[config.mk]
export PLATFORM = sky130hd
export DESIGN_NAME = i2c_rx_slave
export DESIGN_NICKNAME = d
export VERILOG_FILES = /design/src/rtl/i2c_rx_pkg.sv /design/src/rtl/i2c_rx_sync.sv /design/src/rtl/i2c_rx_fsm.sv /design/src/rtl/i2c_rx_host.sv /design/src/rtl/i2c_rx_slave.sv
export SDC_FILE = /design/constraint.sdc
export NUM_CORES = 1
export LEC_CHECK = 0
export ABC_AREA = 1
export BUFFER_PORTS_ARGS = -buffer_cell sky130_fd_sc_hd__buf_2
export CORE_ASPECT_RATIO = 2
export CORE_MARGIN = 2
export CORE_UTILIZATION = 38
export DETAILED_ROUTE_END_ITERATION = 10
export MAX_ROUTING_LAYER = met4
export SYNTH_ARGS = -nofsm -noshare
export SYNTH_HDL_FRONTEND = slang
export SYNTH_SLANG_ARGS = --single-unit
[constraint.sdc]
create_clock -name clk -period 3.15 [get_ports clk]
set_clock_uncertainty 0.2 [all_clocks]
set_input_delay 0.63 -clock clk [delete_from_list [all_inputs] [get_ports clk]]
set_output_delay 0.63 -clock clk [all_outputs]
set_load 0.005 [all_outputs]
[src/rtl/i2c_rx_pkg.sv]
package i2c_rx_pkg;
  typedef enum logic [2:0] {
    ST_IDLE,
    ST_SHIFT,
    ST_ACK,
    ST_HOLD,
    ST_IGNORE
  } rx_state_t;
endpackage

[src/rtl/i2c_rx_sync.sv]
// Line synchronizer with edge and bus-condition detection.
module i2c_rx_sync #(
  parameter int STAGES = 2
) (
  input  logic clk,
  input  logic rst,
  input  logic scl_i,
  input  logic sda_i,
  output logic sda_s,
  output logic scl_rise,
  output logic scl_fall,
  output logic start_det,
  output logic stop_det
);
  localparam int W = STAGES + 1;

  logic [W-1:0] scl_q;
  logic [W-1:0] sda_q;

  always_ff @(posedge clk) begin
    if (rst) begin
      scl_q <= '1;
      sda_q <= '1;
    end else begin
      scl_q <= {scl_q[W-2:0], scl_i};
      sda_q <= {sda_q[W-2:0], sda_i};
    end
  end

  // index W-2 is the synchronized value, W-1 the previous one
  assign sda_s     = sda_q[W-2];
  assign scl_rise  = scl_q[W-2] & ~scl_q[W-1];
  assign scl_fall  = ~scl_q[W-2] & scl_q[W-1];
  assign start_det = scl_q[W-2] & scl_q[W-1] & sda_q[W-1] & ~sda_q[W-2];
  assign stop_det  = scl_q[W-2] & scl_q[W-1] & ~sda_q[W-1] & sda_q[W-2];
endmodule

[src/rtl/i2c_rx_fsm.sv]
// Bit-level receive sequencer: address match, ack, stretch.
module i2c_rx_fsm
  import i2c_rx_pkg::*;
#(
  parameter int DATA_W = 8
) (
  input  logic              clk,
  input  logic              rst,
  input  logic              en,
  input  logic [DATA_W-2:0] own_addr,
  input  logic              sda_s,
  input  logic              scl_rise,
  input  logic              scl_fall,
  input  logic              start_det,
  input  logic              stop_det,
  input  logic              rd_release,
  output logic              busy,
  output logic              scl_oe,
  output logic              sda_oe,
  output logic              byte_done,
  output logic [DATA_W-1:0] byte_val
);
  localparam int CNT_W = $clog2(DATA_W + 1);
  localparam logic [CNT_W-1:0] LAST = CNT_W'(DATA_W);

  rx_state_t         state;
  logic [CNT_W-1:0]  bit_cnt;
  logic [DATA_W-1:0] shreg;
  logic              addr_phase;
  logic              addr_hit;

  assign addr_hit = (shreg[DATA_W-1:1] == own_addr) && !shreg[0];

  always_ff @(posedge clk) begin
    if (rst || !en) begin
      state      <= ST_IDLE;
      bit_cnt    <= '0;
      shreg      <= '0;
      addr_phase <= 1'b0;
      busy       <= 1'b0;
      scl_oe     <= 1'b0;
      sda_oe     <= 1'b0;
      byte_done  <= 1'b0;
      byte_val   <= '0;
    end else begin
      byte_done <= 1'b0;
      if (start_det) begin
        busy       <= 1'b1;
        state      <= ST_SHIFT;
        bit_cnt    <= '0;
        addr_phase <= 1'b1;
        scl_oe     <= 1'b0;
        sda_oe     <= 1'b0;
      end else if (stop_det) begin
        busy   <= 1'b0;
        state  <= ST_IDLE;
        scl_oe <= 1'b0;
        sda_oe <= 1'b0;
      end else begin
        unique case (state)
          ST_SHIFT: begin
            if (scl_rise && bit_cnt != LAST) begin
              shreg   <= {shreg[DATA_W-2:0], sda_s};
              bit_cnt <= bit_cnt + 1'b1;
            end else if (scl_fall && bit_cnt == LAST) begin
              if (!addr_phase || addr_hit) begin
                sda_oe     <= 1'b1;
                byte_done  <= 1'b1;
                byte_val   <= shreg;
                addr_phase <= 1'b0;
                state      <= ST_ACK;
              end else begin
                state <= ST_IGNORE;
              end
            end
          end
          ST_ACK: begin
            if (scl_fall) begin
              sda_oe <= 1'b0;
              scl_oe <= 1'b1;
              state  <= ST_HOLD;
            end
          end
          ST_HOLD: begin
            if (rd_release) begin
              scl_oe  <= 1'b0;
              bit_cnt <= '0;
              state   <= ST_SHIFT;
            end
          end
          default: ;
        endcase
      end
    end
  end
endmodule

[src/rtl/i2c_rx_host.sv]
// Host-side flag, data holding register and interrupt.
module i2c_rx_host #(
  parameter int DATA_W = 8
) (
  input  logic              clk,
  input  logic              rst,
  input  logic              byte_done,
  input  logic [DATA_W-1:0] byte_val,
  input  logic              clr,
  input  logic              irq_en,
  output logic              flag,
  output logic [DATA_W-1:0] data,
  output logic              irq
);
  logic flag_n;

  always_comb begin
    flag_n = flag;
    if (clr)       flag_n = 1'b0;
    if (byte_done) flag_n = 1'b1;
  end

  always_ff @(posedge clk) begin
    if (rst) begin
      flag <= 1'b0;
      data <= '0;
      irq  <= 1'b0;
    end else begin
      flag <= flag_n;
      irq  <= flag_n & irq_en;
      if (byte_done) data <= byte_val;
    end
  end
endmodule

[src/rtl/i2c_rx_slave.sv]
module i2c_rx_slave #(
  parameter int DATA_W      = 8,
  parameter int SYNC_STAGES = 2
) (
  input  logic              clk,
  input  logic              rst,
  input  logic              scl_i,
  input  logic              sda_i,
  output logic              scl_oe,
  output logic              sda_oe,
  input  logic              cfg_en,
  input  logic              cfg_irq_en,
  input  logic [DATA_W-2:0] cfg_own_addr,
  input  logic              host_clr,
  input  logic              host_rd,
  output logic [DATA_W-1:0] rd_data,
  output logic              bus_busy,
  output logic              rx_flag,
  output logic              irq
);
  logic              sda_s, scl_rise, scl_fall, start_det, stop_det;
  logic              byte_done;
  logic [DATA_W-1:0] byte_val;

  i2c_rx_sync #(.STAGES(SYNC_STAGES)) u_sync (
    .clk(clk), .rst(rst), .scl_i(scl_i), .sda_i(sda_i),
    .sda_s(sda_s), .scl_rise(scl_rise), .scl_fall(scl_fall),
    .start_det(start_det), .stop_det(stop_det)
  );

  i2c_rx_fsm #(.DATA_W(DATA_W)) u_fsm (
    .clk(clk), .rst(rst), .en(cfg_en), .own_addr(cfg_own_addr),
    .sda_s(sda_s), .scl_rise(scl_rise), .scl_fall(scl_fall),
    .start_det(start_det), .stop_det(stop_det), .rd_release(host_rd),
    .busy(bus_busy), .scl_oe(scl_oe), .sda_oe(sda_oe),
    .byte_done(byte_done), .byte_val(byte_val)
  );

  i2c_rx_host #(.DATA_W(DATA_W)) u_host (
    .clk(clk), .rst(rst), .byte_done(byte_done), .byte_val(byte_val),
    .clr(host_clr), .irq_en(cfg_irq_en),
    .flag(rx_flag), .data(rd_data), .irq(irq)
  );
endmodule

==> Word-level counts from Yosys, hierarchy flattened <==
Index checks and enable logic that the tools add are counted.
{ "word_totals": {"regBits": 44, "inputBits": 15, "output_inout_bits": 13, "elab_cells": 109} }
{ "classes": {"addsub": 1, "n_eq_ne": 18, "n_mux": 30, "bitwise_logic": 17, "n_reduce_logical": 28} }
{ "ops": {"columns": ["cell", "count"], "rows": [
  ["$reduce_and A5 Y1", 4],
  ["$mux W1", 19],
  ["$mux W3", 5],
  ["$reduce_bool A2 Y1", 7],
  ["$ne A4 B4 Y1 const B", 3],
  ["$not A1 Y1", 9],
  ["$pmux W3 S3", 1],
  ["$and A1 B1 Y1", 8],
  ["$mux W4", 2],
  ["$ne A2 B1 Y1 const B", 4],
  ["$ne A2 B2 Y1 const B", 4],
  ["$ne A4 B3 Y1 const B", 2],
  ["$pmux W4 S2", 1],
  ["$reduce_and A4 Y1", 2],
  ["$eq A7 B7 Y1", 1],
  ["$eq A3 B2 Y1 const B", 2],
  ["$reduce_and A6 Y1", 1],
  ["$reduce_or A6 Y1", 1],
  ["$reduce_bool A5 Y1", 1],
  ["$add A4 B1 Y4 const B", 1],
  ["$eq A4 B4 Y1 const B", 1],
  ["$pmux W1 S2", 2],
  ["$eq A3 B1 Y1 const B", 1],
  ["$logic_and A1 B1 Y1", 3],
  ["other kinds (6)", 9]
]} }

==> Depth between registers and ports, before layout <==
Gate-level depths: netlist of the first run.
{ "depth": {"ltp_word": 9, "mapped_depth": 12, "depth_no_buf": 11} }

==> Hierarchy <==
Synthesis of the first run repeated with hierarchy kept, for this count alone.
{ "hier_totals": {"cells_unflattened": 266, "hier_area_um2": 1921.8} }
{ "by_module_without_submodules": {"columns": ["module", "instances", "cells_per_inst", "area_each_um2"], "rows": [
  ["i2c_rx_fsm", 1, 200, 1385.1],
  ["i2c_rx_host", 1, 42, 339.1],
  ["i2c_rx_sync", 1, 24, 197.7]
]} }

==> Worst setup path before layout of the first run <==
No wires, ideal clock.
{ "synth_path": {"path_type": "input port to flip-flop", "from": "input port cfg_own_addr[2]", "to": "register u_fsm.byte_val[7]", "arrival_time_ns": 1.347, "required_ns": 2.835, "slack_ns": 1.488, "cell_stages": 11, "path_cell_list": "inv_1 nand2_1 nand2_1 nand2_1 nor2_2 nand2_2 nand2_4 buf_12 nand3_1 nand2_1 nor2_1"} }
{ "synth_via": {"elab_chain_len": 4} }
{ "synth_rtl": {"columns": ["item", "line", "source"], "rows": [
  ["from (decl)", "i2c_rx_slave.sv:13", "input logic [DATA_W-2:0] cfg_own_addr,"],
  ["$eq A7 B7 Y1", "i2c_rx_fsm.sv:32", "assign addr_hit = (shreg[DATA_W-1:1] == own_addr) && !shreg[0];"],
  ["$logic_and A1 B1 Y1", "i2c_rx_fsm.sv:32", null],
  ["$logic_or A1 B1 Y1", "i2c_rx_fsm.sv:66", "if (!addr_phase || addr_hit) begin"],
  ["$reduce_and A6 Y1 (no source line)", null, null],
  ["to (signal assigned)", "i2c_rx_fsm.sv:69", "byte_val <= shreg;"],
  ["to (decl)", "i2c_rx_fsm.sv:21", "output logic [DATA_W-1:0] byte_val"]
]} }
No other way between the ends.
A chain may end at the register's enable or synchronous reset.

==> Worst setup path in the final report of the first run <==
{ "layout_path": {"from": "input port rst", "to": "register u_fsm.bit_cnt[0]"} }
{ "layout_via": {"elab_chain_len": 2} }
{ "layout_rtl": {"columns": ["item", "line", "source"], "rows": [
  ["from (decl)", "i2c_rx_slave.sv:6", "input logic rst,"],
  ["$logic_or A1 B1 Y1", "i2c_rx_fsm.sv:35", "if (rst || !en) begin"],
  ["$reduce_or A2 Y1 (no source line)", null, null],
  ["to (signal assigned)", "i2c_rx_fsm.sv:64", "bit_cnt <= bit_cnt + 1'b1;"],
  ["to (decl)", "i2c_rx_fsm.sv:27", "logic [CNT_W-1:0] bit_cnt;"]
]} }
No other way between the ends.

==> results.toml, run 1 <==
[run_status]
run_status = "complete, no violations"

[global_routing]
global_route_wire_length_before_repair_mm = 6.54
grt.total_usage = 0.152
grt_remaining_overflow = 0
grt_antenna_before_repair = 0
grt_start_max_net_pins = 20
first_global_vias = 1538

[yosys]
synth_warnings = 0
synthesis.area_per_instance_um2 = 7.31
synthesis_stage_register_bit_count = 44
synthesis.area_um2 = 1970
synthDominantCellAreaShare = 0.448
netlist_top_cells_area = "dfxtp_1, nand2_1, nor2_1"
synth_cells = 269
synth_seq_area_share = 0.448
synthesis.nets = 286
synth.distinct_cells = 29
synth_top_cell_by_area = "dfxtp_1"

[routing]
first_iter_violations = 36
avgViaCountPerCell = 4.63
routed_wirelength_mm = 3.73
ant_nets = 0
drt_pass1_iterations = 4
routed-via-count = 1650
route.detailed.drc = 0
wl_per_cell_um = 10.5

[place]
pre_cts_slack_ns = 0.856
place.gp.congestion = 0.830
detailed_place.area_um2 = 2130
io_buffer_count = 27
place.detailed.hpwl_mm = 2.85
placedCellCount = 348

[clock_tree]
cts-root-buf = "clkbuf_8"
htreeDepth = 2
cts_hold_buffers = 0
cts_buffer_depth = 2
cts_inserted_buffers = 5
clock_insertion_delay_worst_skew_ns = 0.29
tritoncts = "built"
cts.sink_count = 44
worst_setup_hold_path_clk_slew_ns = 0.08
ctsResizeCount = 0
postCtsSetupRepairBufs = 0

[power]
cellPowerDensity_nw_per_um2 = 460
sw_frac_of_total = 0.208
p_seq_frac = 0.547
ir_drop_mv = 0.453
cell_internal_pwr_uw = 813
total_switching_power_uw = 214
p_leak_nw = 1.03
share_clk_of_total_power = 0.407
p_comb_frac = 0.046
totalPowerFinal_mw = 1.03

[critical_path]
crit_path_max_cell_delay_ns = 0.37
critical_path_endpoint_category = "flop"
setup.worst_path.end = "u_fsm.bit_cnt[0]"
cp.arrival_ns = 1.99
r2r-start = "u_fsm.bit_cnt[0]"
critPathMaxFanout = 17
crit_type = "in2reg"
reg2regPathDepth = 9
setup.reg_to_reg.worst_slack_ns = 1.34
worstSetupStartpointType = "input pin"
r2r_path_end = "u_fsm.byte_val[3]"
timing.critical_path.required_ns = 3.17
setup.worst_path.start = "rst"
cp_cell_sequence = "buf_2 -> inv_1 -> nand2_1 -> inv_1 -> nand2_1 -> nor3_1"
cp_slowest_cell = "inv_1"

[finish]
antenna_cells = 0
final_util = 0.443
post_layout_nonfiller_instances = 356
n_fill_cell = 527
finish.instance_area_um2 = 2230
seqCellArea_um2 = 881
area_growth_syn_to_layout_pct = 13.5
design.final.nets = 314
final_layout_size_suffix_gt1_frac = 0.201
multi_input_area_um2 = 890

[floorplan]
coreArea_um2 = 5050
fp.dieW_um = 54.9
die-height_um = 106
fp-row-count = 37
design.portCount = 28
initial_utilization = 0.390
design.die.area_um2 = 5800

[sta]
achievable-frequency_ghz = 0.509
post-route-worst-setup-slack_ns = 1.18
grt_setup_unrepaired = "no"
final_cycle_share = 0.624
finalSetupViolations = 0
final-max-slew-violation-count = 0
finalCriticalPeriod_ns = 1.97
max_slew_margin = 0.704
tightest_slew_ns = 0.444
worst_hold_slack_ns = 0.215
hold_viol_final = 0
totalNegativeSetupSlack_ns = 0

[hold_path]
min_from = "u_sync.scl_q[0]"
worstHoldPathType = "reg2reg"

[flow_run]
timing.max_cap.violations = 0
-- synth_stat cells --
| cell | n |
|---|---|
| o21ai_0 | 20 |
| xor2_1 | 2 |
| nand2_2 | 3 |
| nand3_4 | 1 |
| nor3_1 | 2 |
| buf_12 | 1 |
| nand2_4 | 1 |
| nor2_2 | 4 |
| or2_2 | 4 |
| clkinv_2 | 1 |
| nand3b_1 | 2 |
| a21oi_1 | 22 |
| nor2_4 | 1 |
| ha_1 | 2 |
| nor2_1 | 36 |
| o21a_1 | 1 |
| buf_2 | 2 |
| dfxtp_1 | 44 |
| nand2_1 | 55 |
| nor3b_1 | 1 |
| nand3_1 | 15 |
| o21ai_1 | 1 |
| nor3b_2 | 1 |
| inv_2 | 4 |
| a21oi_2 | 5 |
| nand3_2 | 1 |
| inv_1 | 34 |
| buf_6 | 1 |
| clkbuf_1 | 2 |
-- layout make-up --
type / count / share of cell area
clock buffers: 6 / 0.0325
clock inverters: 2 / 0.0157
inverters: 39 / 0.0661
multi-input cells: 180 / 0.398
flip-flops and latches: 44 / 0.394
well taps: 58 / 0.0325
repair buffers: 27 / 0.0605
-- power by group through the flow --
| stage | clock network (mW) | registers, mW | logic (mW) |
|---|---|---|---|
| after floorplan | 0 | 0.574 | 0.0320 |
| after global placement | 0 | 0.575 | 0.0462 |
| after detailed placement | 0 | 0.575 | 0.0467 |
| after CTS | 0.433 | 0.562 | 0.0472 |
| after global routing | 0.452 | 0.562 | 0.0543 |
| final | 0.418 | 0.562 | 0.0468 |
-- state kept, by name, summed over array words and instances, names as in the netlist, 3 cells and up --
name,flops
u_host.data,8
u_sync.sda_q,3
u_fsm.bit_cnt,4
u_sync.scl_q,3
u_fsm.byte_val,8
u_fsm.shreg,8
u_fsm.state,3
-- cell usage in the layout (no fill, tap or decap) --
cell / count
nor3b_2: 1
nand3b_1: 2
clkbuf_8: 5
clkbuf_1: 1
o21ai_1: 1
dfxtp_1: 44
nand2_4: 1
nand3_4: 1
ha_1: 2
nor2_1: 36
o21a_1: 1
buf_2: 27
or2_2: 4
nor2_2: 4
inv_1: 34
clkinv_2: 2
o21ai_0: 20
nor3b_1: 1
nor3_1: 2
inv_2: 4
nand2_2: 3
nand3_1: 15
bufinv_16: 1
a21oi_1: 22
nor2_4: 1
nand2_1: 55
xor2_1: 2
nand3_2: 1
a21oi_2: 5
-- cells by family (layout without fill, tap and decap cells) --
logic type	after synthesis	in the layout	share of synthesized area
adder cells (fa/ha/maj)	2	2	0.0127
buffers and inverters	45	74	0.0999
AO/OA/AOI/OAI	49	49	0.135
AND/OR/NAND/NOR	127	127	0.295
flip-flops	44	44	0.448
XOR/XNOR	2	2	0.00891
-- per-layer routing --
layer | global-route usage | part of all wire | vias up
met4 | 0.0482 | 0.011 | 0
met1 | 0.180 | 0.48 | 715
li1 | - | - | 896
met2 | 0.246 | 0.47 | 33
met3 | 0.0340 | 0.040 | 6
met5 | - | 0 | -
-- how the worst min path moves through the flow --
stage,to,slack (ns),cells past startpoint
6_report,u_sync.scl_q[1],0.22,1
5_1_grt,u_sync.scl_q[1],0.23,1
4_1_cts,u_sync.sda_q[1],0.22,1
3_5_place_dp,u_sync.sda_q[1],0.20,1
3_3_place_gp,u_sync.sda_q[1],0.20,1
2_1_floorplan,u_sync.scl_q[1],0.19,1
-- critical path: cells and delay by family --
kind | cells | cell delay [ns]
buffers and inverters | 3 | 0.73
and+or+nand+nor | 3 | 0.63
(Power assumes the default switching activity.)
==> inputs of run 2 (changes only) <==
==> constraint.sdc (replaced) <==
create_clock -name clk -period 1.7 [get_ports clk]
set_clock_uncertainty 0.2 [all_clocks]
set_input_delay 0.34 -clock clk [delete_from_list [all_inputs] [get_ports clk]]
set_output_delay 0.34 -clock clk [all_outputs]
set_load 0.005 [all_outputs]
==> run 2 against run 1 <==
Effect of this change: sequential power up 85%; core utilization up 2.1 points; worst setup slack worse by 1.0 ns; routed wire length down 3.0%; critical path depth up 4; die area unchanged; worst hold slack worse by 0.19 ns.
==> results.toml, run 2 (synthesis results as in run 1) <==
[sta]
hold_viol_final = 0
tightest_slew_ns = 0.264
worst_hold_slack_ns = 0.0229
final-max-slew-violation-count = 0
achievable-frequency_ghz = 0.639
finalCriticalPeriod_ns = 1.57
final_cycle_share = 0.921
finalSetupViolations = 0
totalNegativeSetupSlack_ns = 0
grt_setup_unrepaired = "no"
post-route-worst-setup-slack_ns = 0.135
max_slew_margin = 0.823

[routing]
wl_per_cell_um = 10.0
first_iter_violations = 29
route.detailed.drc = 0
routed-via-count = 1658
drt_pass1_iterations = 5
avgViaCountPerCell = 4.58
routed_wirelength_mm = 3.62
ant_nets = 0

[place]
detailed_place.area_um2 = 2180
placedCellCount = 353
io_buffer_count = 27
place.gp.congestion = 0.800
pre_cts_slack_ns = 0.0167
place.detailed.hpwl_mm = 2.82

[floorplan]
fp-row-count = 37
design.portCount = 28
fp.dieW_um = 54.9
coreArea_um2 = 5050
design.die.area_um2 = 5800
initial_utilization = 0.390
die-height_um = 106

[critical_path]
critical_path_endpoint_category = "flop"
cp_slowest_cell = "dfxtp_2"
worstSetupStartpointType = "flop"
timing.critical_path.max_delay_family = "simple AND/OR/NAND/NOR gates"
cp_cell_sequence = "inv_2 -> ha_2 -> nand2_2 -> nor2_4 -> nand2_2 -> nor2_4 -> buf_12 -> nand3_1 -> nand2_1 -> nor2_1"
cp.arrival_ns = 1.57
crit_path_max_cell_delay_ns = 0.34
r2r-start = "u_fsm.bit_cnt[0]"
crit_cells = 10
setup.reg_to_reg.worst_slack_ns = 0.13
timing.critical_path.required_ns = 1.70
setup.worst_path.start = "u_fsm.bit_cnt[0]"
r2r_path_end = "u_fsm.byte_val[0]"
crit_type = "reg2reg"
crit_buf_inv = 2
setup.worst_path.end = "u_fsm.byte_val[0]"
critPathMaxFanout = 8
reg2regPathDepth = 10

[global_routing]
grt_start_max_net_pins = 18
global_route_wire_length_before_repair_mm = 6.39
grt_remaining_overflow = 0
first_global_vias = 1534
grt_antenna_before_repair = 0
grt.total_usage = 0.148

[finish]
finish.instance_area_um2 = 2340
reg.largest.list = "u_fsm.byte_val (8), u_fsm.shreg (8), u_host.data (8)"
antenna_cells = 0
final_util = 0.463
most_common_library_cell_in_the_layout_ignoring_fill_and_taps = "nand2_1"
area_growth_syn_to_layout_pct = 18.9
design.final.nets = 320
post_layout_nonfiller_instances = 362
final_cell_mix = "nand2_1, dfxtp_1, nor2_1, inv_1, buf_2"
final_layout_size_suffix_gt1_frac = 0.247

[power]
p_leak_nw = 1.07
sw_frac_of_total = 0.213
cellPowerDensity_nw_per_um2 = 819
p_seq_frac = 0.543
totalPowerFinal_mw = 1.92
total_switching_power_uw = 408
ir_drop_mv = 0.612
p_comb_frac = 0.048
share_clk_of_total_power = 0.409
cell_internal_pwr_mw = 1.51

[clock_tree]
cts_inserted_buffers = 5
cts-root-buf = "clkbuf_8"
cts_hold_buffers = 0
cts_buffer_depth = 2
tritoncts = "built"
cts.sink_count = 44
clock_insertion_delay_worst_skew_ns = 0.30
worst_setup_hold_path_clk_slew_ns = 0.08
postCtsSetupRepairBufs = 0
htreeDepth = 2

[run_status]
run_status = "complete, no violations"

[hold_path]
worstHoldPathType = "in2reg"
min_from = "sda_i"

[flow_run]
timing.max_cap.violations = 0
==> run 2: cell types whose count changed in the layout (fill, tap and decap cells not counted), moves of 2 or more <==
cell and delta:
buf_4 +3, dfxtp_1 -2, dfxtp_2 +2, nand2_1 -2, nand2_2 +2
==> run 2: cell type report <==
type	count	area (um2)
multi-input cells	180	910
flip-flops and latches	44	883
well taps	58	72.6
repair buffers	33	214
inverters	39	148
clock buffers	5	68.8
clock inverters	3	42.5
fillers	539	2710
==> run 2: worst register-to-register path, cell delays in order, from the launching register on <==
cell and delay (ns):
dfxtp_2 0.34, inv_2 0.06, ha_2 0.17, nand2_2 0.06, nor2_4 0.09, nand2_2 0.07, nor2_4 0.15, buf_12 0.13
nand3_1 0.07, nand2_1 0.08, nor2_1 0.04
==> run 2: metal layers <==
| layer | part of all wire | wire [um] | global-route usage |
|---|---|---|---|
| met1 | 0.46 | 1680 | 0.183 |
| met2 | 0.48 | 1720 | 0.230 |
| met3 | 0.044 | 160 | 0.0340 |
| met4 | 0.017 | 61 | 0.0482 |
| met5 | 0 | 0 | - |
==> run 2: what timing repair did <==
item	CTS	global route
pin swaps	0	1
resized for setup	1	10
gates cloned	0	1
setup endpoints to repair	1	14
==> run 2: power by group through the flow <==
stage	Sequential (mW)	Combinational [mW]	Clock, mW
after floorplan	1.06	0.0592	0
after global placement	1.07	0.0895	0
after detailed placement	1.07	0.0920	0
after CTS	1.04	0.0922	0.819
after global routing	1.04	0.106	0.842
final	1.04	0.0912	0.784
==> run 2: how the worst min path moves through the flow <==
stage | endpoint | depth (start not counted)
after floorplan | u_sync.scl_q[1] | 1
after global placement | u_sync.sda_q[1] | 1
after detailed placement | u_sync.scl_q[1] | 1
after CTS | u_sync.scl_q[0] | 2
after global routing | u_sync.sda_q[0] | 2
final | u_sync.sda_q[0] | 2
==> inputs of run 3 (changes only) <==
--- a/config.mk
+++ b/config.mk
@@ -7,11 +7,15 @@
 export LEC_CHECK = 0
 export ABC_AREA = 1
 export BUFFER_PORTS_ARGS = -buffer_cell sky130_fd_sc_hd__buf_2
+export CAP_MARGIN = 10
+export CELL_PAD_IN_SITES_DETAIL_PLACEMENT = 1
+export CELL_PAD_IN_SITES_GLOBAL_PLACEMENT = 1
 export CORE_ASPECT_RATIO = 2
 export CORE_MARGIN = 2
-export CORE_UTILIZATION = 38
+export CORE_UTILIZATION = 36
 export DETAILED_ROUTE_END_ITERATION = 10
 export MAX_ROUTING_LAYER = met4
+export PLACE_DENSITY_LB_ADDON = 0.1
 export SYNTH_ARGS = -nofsm -noshare
 export SYNTH_HDL_FRONTEND = slang
 export SYNTH_SLANG_ARGS = --single-unit
==> run 3 against run 2 <==
Effect of this change: sequential power about the same; combinational power increased by 5.3%; routed wire length increased by 35%; worst hold slack got worse by 0.0017 ns.
==> results.toml, run 3 (synthesis results as in run 1) <==
[power]
p_leak_nw = 1.08
cellPowerDensity_nw_per_um2 = 770
ir_drop_mv = 0.545
totalPowerFinal_mw = 1.85

[sta]
finalSetupViolations = 0
final_cycle_share = 0.963
finalCriticalPeriod_ns = 1.64
hold_viol_final = 0
final-max-slew-violation-count = 0
tightest_slew_ns = 0.286
max_slew_margin = 0.809
achievable-frequency_ghz = 0.611
grt_setup_unrepaired = "yes"
worst_hold_slack_ns = 0.0212

[critical_path]
timing.critical_path.required_ns = 1.70
crit_path_max_cell_delay_ns = 0.37
worstSetupStartpointType = "flop"
cp_cell_sequence = "inv_4 -> ha_4 -> nand2_4 -> nor2_4 -> nand2_2 -> nor2_4 -> buf_12 -> nand3_2 -> nand2_1 -> nor2_1"
critical_path_endpoint_category = "flop"
critPathMaxFanout = 8
crit_buf_inv = 2
crit_type = "reg2reg"
timing.critical_path.max_delay_family = "simple AND/OR/NAND/NOR gates"
critPathMostFrequentCell = "nor2_4"
cp_slowest_cell = "dfxtp_4"
cp.arrival_ns = 1.64

[clock_tree]
cts_inserted_buffers = 5
tritoncts = "built"
cts_hold_buffers = 0
worst_setup_hold_path_clk_slew_ns = 0.08
clock_insertion_delay_worst_skew_ns = 0.30
cts.sink_count = 44
cts_buffer_depth = 2
htreeDepth = 2
cts-root-buf = "clkbuf_8"

[routing]
routed-via-count = 1775
first_iter_violations = 30
routed_wirelength_mm = 4.87
avgViaCountPerCell = 4.85
ant_nets = 0
wl_per_cell_um = 13.3
route.detailed.drc = 0
drt_pass1_iterations = 4

[floorplan]
initial_utilization = 0.369
fp-row-count = 38
coreArea_um2 = 5330
design.die.area_um2 = 6110
design.portCount = 28
fp.dieW_um = 56.3
die-height_um = 109

[global_routing]
first_global_vias = 1704
grt_antenna_before_repair = 0
global_route_wire_length_before_repair_mm = 7.88
grt.total_usage = 0.172
grt_remaining_overflow = 0
grt_start_max_net_pins = 18

[hold_path]
worstHoldPathType = "in2reg"

[finish]
design.final.nets = 323
most_common_library_cell_in_the_layout_ignoring_fill_and_taps = "nand2_1"
multi_input_area_um2 = 953
seqCellArea_um2 = 888
antenna_cells = 0
reg.largest.list = "u_fsm.byte_val (8), u_fsm.shreg (8), u_host.data (8)"
final_layout_size_suffix_gt1_frac = 0.268
n_fill_cell = 687
finish.instance_area_um2 = 2400
area_growth_syn_to_layout_pct = 21.9
final_cell_mix = "nand2_1, dfxtp_1, nor2_1, inv_1, buf_2"

[flow_run]
timing.max_cap.violations = 0

[run_status]
run_status = "complete, no violations"

[place]
place.detailed.hpwl_mm = 3.65
place.gp.congestion = 0.873
detailed_place.area_um2 = 2180
io_buffer_count = 27
==> run 3: worst paths after layout <==
path                                        from                 to  slack (ns)  depth (start not counted)
worst max-delay path            u_fsm.bit_cnt[1]  u_fsm.byte_val[3]        0.06                         10
worst min-delay path                       scl_i    u_sync.scl_q[0]        0.02                          2
worst max register to register  u_fsm.bit_cnt[1]  u_fsm.byte_val[3]        0.06                         10
worst min register to register   u_sync.sda_q[0]    u_sync.sda_q[1]        0.22                          1
==> run 3: area by class of cell <==
cell class | instances | share of cell area
inverter | 39 | 0.0636
clock buffer | 7 | 0.0402
timing repair buffer | 36 | 0.0970
sequential | 44 | 0.370
tap | 60 | 0.0313
multi-input combinational | 180 | 0.397
==> run 3: stage by stage <==
step,instances,setup slack [ns],setup TNS [ns],utilization
6_report,366,0.0623,0,0.450
5_1_grt,366,-0.0312,-0.143,0.450
4_1_cts,362,0.0151,0,0.427
3_5_place_dp,355,0.0324,0,0.409
3_3_place_gp,355,0.0517,0,0.409
2_1_floorplan,269,0.157,0,-
==> run 3: layer usage <==
layer | wire, um | GRT usage
met1 | 2060 | 0.189
met4 | 94 | 0.0765
met2 | 2570 | 0.298
met5 | 0 | -
met3 | 142 | 0.0335
==> run 3: timing repair <==
item | CTS | global route
endpoints found under the setup margin | 0 | 24
buffers inserted | 0 | 3
resized for setup | 0 | 23
hold endpoints to repair | 0 | 0
==> run 3: power breakdown <==
group          leakage (nW)  internal (mW)  total (mW)  switching (mW)
Sequential            0.357           1.03        1.04         0.00461
Combinational         0.675         0.0374      0.0960          0.0586
Clock                0.0503          0.362       0.714           0.352
